--- src/rtl/svm_pkg.sv ---
`timescale 1ns/1ps
package svm_pkg;
    typedef enum logic [2:0] {
        S_IDLE,
        S_DIV,
        S_GCD,
        S_REPORT,
        S_EMIT
    } svm_state_e;
endpackage

--- src/rtl/svm_divmod.sv ---
`timescale 1ns/1ps
// Iterative reduction by repeated subtraction: quotient and remainder of din / MODS.
module svm_divmod #(
    parameter int MODS = 17,
    parameter int W    = 8,
    parameter int MW   = $clog2(MODS + 1)
) (
    input  logic          clk,
    input  logic          rst_n,
    input  logic          go,
    input  logic [W-1:0]  din,
    output logic          idle,
    output logic [MW-1:0] rem,
    output logic [W-1:0]  quo
);
    localparam logic [W-1:0] MOD_W = W'(MODS);

    logic         run;
    logic [W-1:0] acc;

    always_ff @(posedge clk) begin
        if (!rst_n) begin
            run <= 1'b0;
            acc <= '0;
            quo <= '0;
        end else if (go) begin
            run <= 1'b1;
            acc <= din;
            quo <= '0;
        end else if (run) begin
            if (acc >= MOD_W) begin
                acc <= acc - MOD_W;
                quo <= quo + 1'b1;
            end else begin
                run <= 1'b0;
            end
        end
    end

    assign idle = !run;
    assign rem  = MW'(acc);

    // a finished reduction always leaves a remainder below the module count
    p_rem_range_r1: assert property (@(posedge clk) disable iff (!rst_n)
        idle |-> (acc < MOD_W));
endmodule

--- src/rtl/svm_gcd.sv ---
`timescale 1ns/1ps
// Subtract-and-swap greatest common divisor of MODS and bin (bin < MODS).
module svm_gcd #(
    parameter int MODS = 17,
    parameter int MW   = $clog2(MODS + 1)
) (
    input  logic          clk,
    input  logic          rst_n,
    input  logic          go,
    input  logic [MW-1:0] bin,
    output logic          idle,
    output logic [MW-1:0] g
);
    logic          run;
    logic [MW-1:0] a;
    logic [MW-1:0] b;

    always_ff @(posedge clk) begin
        if (!rst_n) begin
            run <= 1'b0;
            a   <= MW'(MODS);
            b   <= '0;
        end else if (go) begin
            run <= 1'b1;
            a   <= MW'(MODS);
            b   <= bin;
        end else if (run) begin
            if (b == '0) begin
                run <= 1'b0;
            end else if (a >= b) begin
                a <= a - b;
            end else begin
                a <= b;
                b <= a;
            end
        end
    end

    assign idle = !run;
    assign g    = a;

    // the gcd produced must divide the module count
    p_gcd_divides_r3: assert property (@(posedge clk) disable iff (!rst_n)
        $fell(run) |-> (a != '0 && (MODS % int'(a)) == 0));
endmodule

--- src/rtl/svm_walker.sv ---
`timescale 1ns/1ps
// Incremental element stepper: module index by add with conditional subtract,
// row by adding the skew quotient plus a carry on wrap.
module svm_walker #(
    parameter int MODS  = 17,
    parameter int OFS_W = 12,
    parameter int MW    = $clog2(MODS + 1)
) (
    input  logic             clk,
    input  logic             rst_n,
    input  logic             load,
    input  logic             adv,
    input  logic [MW-1:0]    r0,
    input  logic [OFS_W-1:0] q0,
    input  logic [MW-1:0]    step_r,
    input  logic [OFS_W-1:0] step_q,
    output logic [MW-1:0]    r,
    output logic [OFS_W-1:0] q
);
    localparam logic [MW:0] MOD_X = (MW + 1)'(MODS);

    logic [MW:0] sum;
    logic        wrap;

    assign sum  = {1'b0, r} + {1'b0, step_r};
    assign wrap = (sum >= MOD_X);

    always_ff @(posedge clk) begin
        if (!rst_n) begin
            r <= '0;
            q <= '0;
        end else if (load) begin
            r <= r0;
            q <= q0;
        end else if (adv) begin
            r <= wrap ? MW'(sum - MOD_X) : MW'(sum);
            q <= q + step_q + (wrap ? OFS_W'(1) : OFS_W'(0));
        end
    end

    // an advance whose module index went down must have carried into the row
    p_carry_r2: assert property (@(posedge clk) disable iff (!rst_n)
        $past(adv && !load) && (r < $past(r)) |-> (q == $past(q) + $past(step_q) + OFS_W'(1)));
endmodule

--- src/rtl/svm_bank_mapper.sv ---
`timescale 1ns/1ps
module svm_bank_mapper
    import svm_pkg::*;
#(
    parameter int MODS   = 17,
    parameter int LEN_W  = 6,
    parameter int SKEW_W = 8,
    parameter int OFS_W  = 12
) (
    input  logic                         clk,
    input  logic                         rst_n,
    input  logic                         start_valid,
    output logic                         start_ready,
    input  logic [LEN_W-1:0]             start_len,
    input  logic [SKEW_W-1:0]            start_skew,
    input  logic [SKEW_W-1:0]            start_ofs,
    input  logic [OFS_W-1:0]             start_base,
    output logic                         cfg_done,
    output logic                         conflict_free,
    output logic                         elem_valid,
    input  logic                         elem_ready,
    output logic [$clog2(MODS+1)-1:0]    elem_module,
    output logic [OFS_W-1:0]             elem_offset,
    output logic                         elem_last
);
    localparam int MW = $clog2(MODS + 1);
    localparam int PW = LEN_W + MW;
    localparam int NDIV = 2;   // index 0 reduces the skew, index 1 the start offset

    svm_state_e state_q, state_d;

    logic [LEN_W-1:0]  n_q;
    logic [LEN_W-1:0]  idx_q;
    logic [OFS_W-1:0]  base_q;
    logic              cf_q;

    logic              div_go, gcd_go, walk_adv, is_last, div_all_idle;
    logic [SKEW_W-1:0] dv_in   [NDIV];
    logic [SKEW_W-1:0] dv_quo  [NDIV];
    logic [MW-1:0]     dv_rem  [NDIV];
    logic              dv_idle [NDIV];
    logic              gcd_idle;
    logic [MW-1:0]     gcd_val;
    logic [PW-1:0]     need;
    logic [MW-1:0]     w_r;
    logic [OFS_W-1:0]  w_q;

    assign dv_in[0] = start_skew;
    assign dv_in[1] = start_ofs;

    for (genvar k = 0; k < NDIV; k++) begin : g_div
        svm_divmod #(.MODS(MODS), .W(SKEW_W), .MW(MW)) u_div (
            .clk  (clk),
            .rst_n(rst_n),
            .go   (div_go),
            .din  (dv_in[k]),
            .idle (dv_idle[k]),
            .rem  (dv_rem[k]),
            .quo  (dv_quo[k])
        );
    end

    svm_gcd #(.MODS(MODS), .MW(MW)) u_gcd (
        .clk  (clk),
        .rst_n(rst_n),
        .go   (gcd_go),
        .bin  (dv_rem[0]),
        .idle (gcd_idle),
        .g    (gcd_val)
    );

    svm_walker #(.MODS(MODS), .OFS_W(OFS_W), .MW(MW)) u_walk (
        .clk   (clk),
        .rst_n (rst_n),
        .load  (gcd_go),
        .adv   (walk_adv),
        .r0    (dv_rem[1]),
        .q0    (base_q + OFS_W'(dv_quo[1])),
        .step_r(dv_rem[0]),
        .step_q(OFS_W'(dv_quo[0])),
        .r     (w_r),
        .q     (w_q)
    );

    assign div_all_idle = dv_idle[0] && dv_idle[1];
    assign is_last      = (idx_q == n_q - LEN_W'(1));
    assign need         = PW'(n_q) * PW'(gcd_val);

    // state register
    always_ff @(posedge clk) begin
        if (!rst_n) state_q <= S_IDLE;
        else        state_q <= state_d;
    end

    // next state
    always_comb begin
        state_d = state_q;
        unique case (state_q)
            S_IDLE:   if (start_valid)           state_d = S_DIV;
            S_DIV:    if (div_all_idle)          state_d = S_GCD;
            S_GCD:    if (gcd_idle)              state_d = S_REPORT;
            S_REPORT: state_d = (n_q == '0) ? S_IDLE : S_EMIT;
            S_EMIT:   if (elem_ready && is_last) state_d = S_IDLE;
            default:  state_d = S_IDLE;
        endcase
    end

    // outputs and unit controls
    always_comb begin
        start_ready = 1'b0;
        cfg_done    = 1'b0;
        elem_valid  = 1'b0;
        div_go      = 1'b0;
        gcd_go      = 1'b0;
        walk_adv    = 1'b0;
        unique case (state_q)
            S_IDLE: begin
                start_ready = 1'b1;
                div_go      = start_valid;
            end
            S_DIV:    gcd_go = div_all_idle;
            S_GCD:    ;
            S_REPORT: cfg_done = 1'b1;
            S_EMIT: begin
                elem_valid = 1'b1;
                walk_adv   = elem_ready && !is_last;
            end
            default: ;
        endcase
    end

    assign elem_module   = w_r;
    assign elem_offset   = w_q;
    assign elem_last     = elem_valid && is_last;
    assign conflict_free = cf_q;

    // request fields, element counter, conflict flag
    always_ff @(posedge clk) begin
        if (!rst_n) begin
            n_q    <= '0;
            idx_q  <= '0;
            base_q <= '0;
            cf_q   <= 1'b0;
        end else begin
            if (state_q == S_IDLE && start_valid) begin
                n_q    <= start_len;
                base_q <= start_base;
            end
            if (state_q == S_GCD && gcd_idle)
                cf_q <= (PW'(MODS) >= need);
            if (state_q == S_REPORT)
                idx_q <= '0;
            else if (walk_adv)
                idx_q <= idx_q + LEN_W'(1);
        end
    end

    // emitted module index is always a legal module
    p_module_range_r1: assert property (@(posedge clk) disable iff (!rst_n)
        elem_valid |-> (elem_module < MW'(MODS)));

    // the first element of a stream follows the setup pulse directly
    p_done_first_r5: assert property (@(posedge clk) disable iff (!rst_n)
        $rose(elem_valid) |-> $past(cfg_done));

    // a stalled element holds its contents
    p_hold_r6: assert property (@(posedge clk) disable iff (!rst_n)
        elem_valid && !elem_ready |=> elem_valid && $stable(elem_module)
                                      && $stable(elem_offset) && $stable(elem_last));

    // the last marker travels only with a valid element and ends the stream
    p_last_valid_r7: assert property (@(posedge clk) disable iff (!rst_n)
        elem_last |-> elem_valid);
    p_last_ends_r7: assert property (@(posedge clk) disable iff (!rst_n)
        elem_last && elem_ready |=> !elem_valid);

    // request acceptance and streaming never overlap
    p_idle_excl_r8: assert property (@(posedge clk) disable iff (!rst_n)
        start_ready |-> !elem_valid && !cfg_done);
endmodule

--- config.mk ---
export PLATFORM = sky130hd
export DESIGN_NAME = svm_bank_mapper
export DESIGN_NICKNAME = d
export VERILOG_FILES = /design/src/rtl/svm_pkg.sv /design/src/rtl/svm_divmod.sv /design/src/rtl/svm_gcd.sv /design/src/rtl/svm_walker.sv /design/src/rtl/svm_bank_mapper.sv
export SDC_FILE = /design/constraint.sdc
export NUM_CORES = 1
export LEC_CHECK = 0
export CAP_MARGIN = 15
export CORE_MARGIN = 8
export CORE_UTILIZATION = 70
export CTS_BUF_LIST = sky130_fd_sc_hd__clkbuf_16
export DETAILED_ROUTE_END_ITERATION = 6
export DONT_BUFFER_PORTS = 1
export HOLD_SLACK_MARGIN = 0.03
export PLACE_DENSITY = 0.86
export SLEW_MARGIN = 25
export SYNTH_ARGS = -nofsm -noshare
export SYNTH_HDL_FRONTEND = slang
export SYNTH_SLANG_ARGS = --single-unit
--- constraint.sdc ---
create_clock -name clk -period 7.13 [get_ports clk]
set_input_delay 0 -clock clk [delete_from_list [all_inputs] [get_ports clk]]
set_output_delay 0 -clock clk [all_outputs]
set_load 0.005 [all_outputs]
==> results_dict.tcl <==
set metrics [dict create \
    ys_types 74 \
    hold_class "in -> reg" \
    grt.overflow.total 0 \
    cellLeakagePower_nw 2.98 \
    ir_drop_mv 0.127 \
    endpoint_kind "flip-flop" \
    max_stage_delay_ns 0.47 \
    dp.final_hpwl_um 12500 \
    area_growth_pct 11.1 \
    wl_per_cell_um 19.3 \
    yosysWarnings 0 \
    n_antenna_cell 0 \
    vias 5923 \
    grt_first_pass_wirelength_um 29100 \
    drc 0 \
    final_design_area_no_fill_sq_um 7170 \
    pre_cts_ws_ns 2.93 \
    tns_ns 0 \
    synth_seq_cells 90 \
    rsz0062_at_grt "no" \
    cp.required_ns 7.38 \
    setup_viol 0 \
    grt_use_total_pct 28.2 \
    cts_inserted_buffers 9 \
    io_buffers 0 \
    drv_slew 0 \
    setup_ws_ns 2.89 \
    path_delay_family "compound AO/OA/AOI/OAI gates" \
    ys_seq_area_share_pct 27.9 \
    crit_type "reg -> reg" \
    root_buffer "clkbuf_16" \
    row_count 35 \
    postCtsSetupBuffers 0 \
    finalCritPeriodShare_pct 59.5 \
    start_util_pct 70.8 \
    clkSinkCount 90 \
    antenna_found_initial 0 \
    chipHeight_um 112 \
    relSlewSlack_pct 26.8 \
    layout_min_cycle_time_ns 4.24 \
    ys.flop_type "dfxtp_1" \
    nets 908 \
    insertion_delay_ns 0.35 \
    path_buf_inv 2 \
    dr.pass1.iters 5 \
    finalWirelength_um 17700 \
    crit_fanout 7 \
    clock.fmax_ghz 0.236 \
    path_cells "ha_1, inv_1, fa_1, nor2b_1, o31a_1, xor2_1, a221o_1, inv_1, fa_1, nor2b_1, o31a_1, nor4_1, o31ai_1, a311oi_1, a2111oi_2" \
    syn-instance-count 775 \
    synth_edf_count 0 \
    fin_total_pwr_mw 1.47 \
    h-tree-depth 3 \
    status "finished, final reports clean" \
    ant_nets 0 \
    cts_resized 0 \
    grt_pass1_vias 6128 \
    hold_viol 0 \
    drtIter0Drc 395 \
    place_area_sq_um 6470 \
    ctsHoldBuffers 40 \
    drive_gt1_share_pct 5.48 \
    synthArstFlopShare_pct 0 \
    clk_pin_slew_ns 0.07 \
    finalClockSkew_ns 0.0116 \
    cts_tree "built" \
    cap_violations 0 \
    chipWidth_um 112 \
    tightest_slew_ns 1.10 \
    pwr_density_cell_nw_per_um2 206 \
    coreArea_sq_um 9110 \
    vias_per_cell 6.48 \
    syn_area_sq_um 6450 \
    syn_nets 885 \
    clockBufferDepth 2 \
    syn_avg_cell_area_sq_um 8.32 \
    cp-start-kind "flip-flop" \
    io_pins 60 \
    cpMaxStageDelayCell "o31ai_1" \
    grt_max_degree 47 \
    gp_congestion 0.873 \
    die-area_sq_um 12500 \
    crit_arrival_ns 4.49 \
]
[state kept, by name, summed over array words and instances (netlist names)]
| name | count |
|---|---|
| g_div.u_div.acc | 16 |
| g_div.u_div.quo | 16 |
| base_q | 12 |
| u_walk.q | 12 |
| idx_q | 6 |
| n_q | 6 |
| u_gcd.b | 5 |
| u_gcd.g | 5 |
| u_walk.r | 5 |
| state_q | 3 |
| g_div.u_div.run | 2 |
| conflict_free | 1 |
| u_gcd.run | 1 |
[logic make-up (layout without fill, tap and decap cells)]
| group | Yosys count | after routing | synth area share [%] |
|---|---|---|---|
| buffers and inverters | 75 | 103 | 4.77 |
| flip-flops | 90 | 90 | 27.9 |
| AND/OR/NAND/NOR | 278 | 278 | 21.5 |
| multiplexers | 14 | 14 | 2.17 |
| adder cells (fa/ha/maj) | 72 | 72 | 15.9 |
| AO/OA/AOI/OAI | 194 | 194 | 20.4 |
| XOR/XNOR | 52 | 52 | 7.29 |
[layout make-up]
class,count,area [sq um]
clock buffers,9,225
multi-input cells,610,4340
fillers,616,1940
clock inverters,7,57.6
inverters,43,161
well taps,111,139
flip-flops and latches,90,1800
repair buffers,44,440
[metrics by stage]
stage	hold WS [ns]	instances	utilization, %
CTS	0.0354	914	78.7
global route	0.0645	914	78.7
floorplan	0.136	775	-
finish	0.0392	914	78.7
global placement	0.129	858	71.1
detailed placement	0.129	858	71.1
[where the power goes]
| group | switching, mW | internal [mW] | leakage [nW] |
|---|---|---|---|
| Sequential | 0.0623 | 0.546 | 0.735 |
| Clock | 0.222 | 0.243 | 0.137 |
| Combinational | 0.233 | 0.167 | 2.11 |
[worst paths after layout]
path / to / startpoint / depth (start not counted) / slack [ns]
hold reg to reg: base_q[0]$_SDFFE_PN0P_ / base_q[0]$_SDFFE_PN0P_ / 2 / 0.48
setup reg to reg: u_walk.q[11]$_SDFFE_PN0P_ / g_div[0].u_div.acc[0]$_SDFFE_PN0P_ / 15 / 2.89
hold / removal: u_walk.r[4]$_SDFFE_PN0P_ / rst_n / 2 / 0.04
setup / recovery: u_walk.q[11]$_SDFFE_PN0P_ / g_div[0].u_div.acc[0]$_SDFFE_PN0P_ / 15 / 2.89
[layer usage]
metal / GRT usage (%) / part of all wire [%]
met5: 0 / 0
met1: 29.9 / 39
met3: 5.74 / 5.5
met4: 15.3 / 4.2
met2: 51.4 / 51
[cells in the mapped netlist (8+ instances only)]
cell type | n | area [sq um]
nand4_1 | 15 | 93.8
nor2_1 | 66 | 248
nor3_1 | 13 | 65.1
xor2_1 | 26 | 228
nand2b_1 | 13 | 81.3
o21ai_0 | 30 | 150
nand2_1 | 78 | 293
and2_1 | 29 | 181
ha_1 | 55 | 688
fa_1 | 17 | 340
dfxtp_1 | 90 | 1800
nand3_1 | 17 | 85.1
inv_1 | 42 | 158
a21oi_1 | 64 | 320
a211oi_1 | 14 | 105
xnor2_1 | 24 | 210
clkbuf_1 | 21 | 78.8
a21o_1 | 11 | 82.6
o211ai_1 | 8 | 60.1
mux2i_1 | 14 | 140
[layout by cell type (no fill, tap or decap), types with 6 or more instances in the layout]
cell           count
dlygate4sd3_1     39
xor2_1            26
o21a_1             6
inv_1             42
ha_1              55
nor3_1            13
a21oi_1           64
or3_1              7
xnor2_1           24
nand3_1           17
a31oi_1            6
nand2_1           78
a21o_1            11
and3_1             7
nor2_1            66
o21ai_0           30
nand4_1           15
o211ai_1           8
clkbuf_16          9
nand2b_1          13
dfxtp_1           90
mux2i_1           14
a211oi_1          14
and2_1            29
fa_1              17
(Power assumes the default switching activity.)
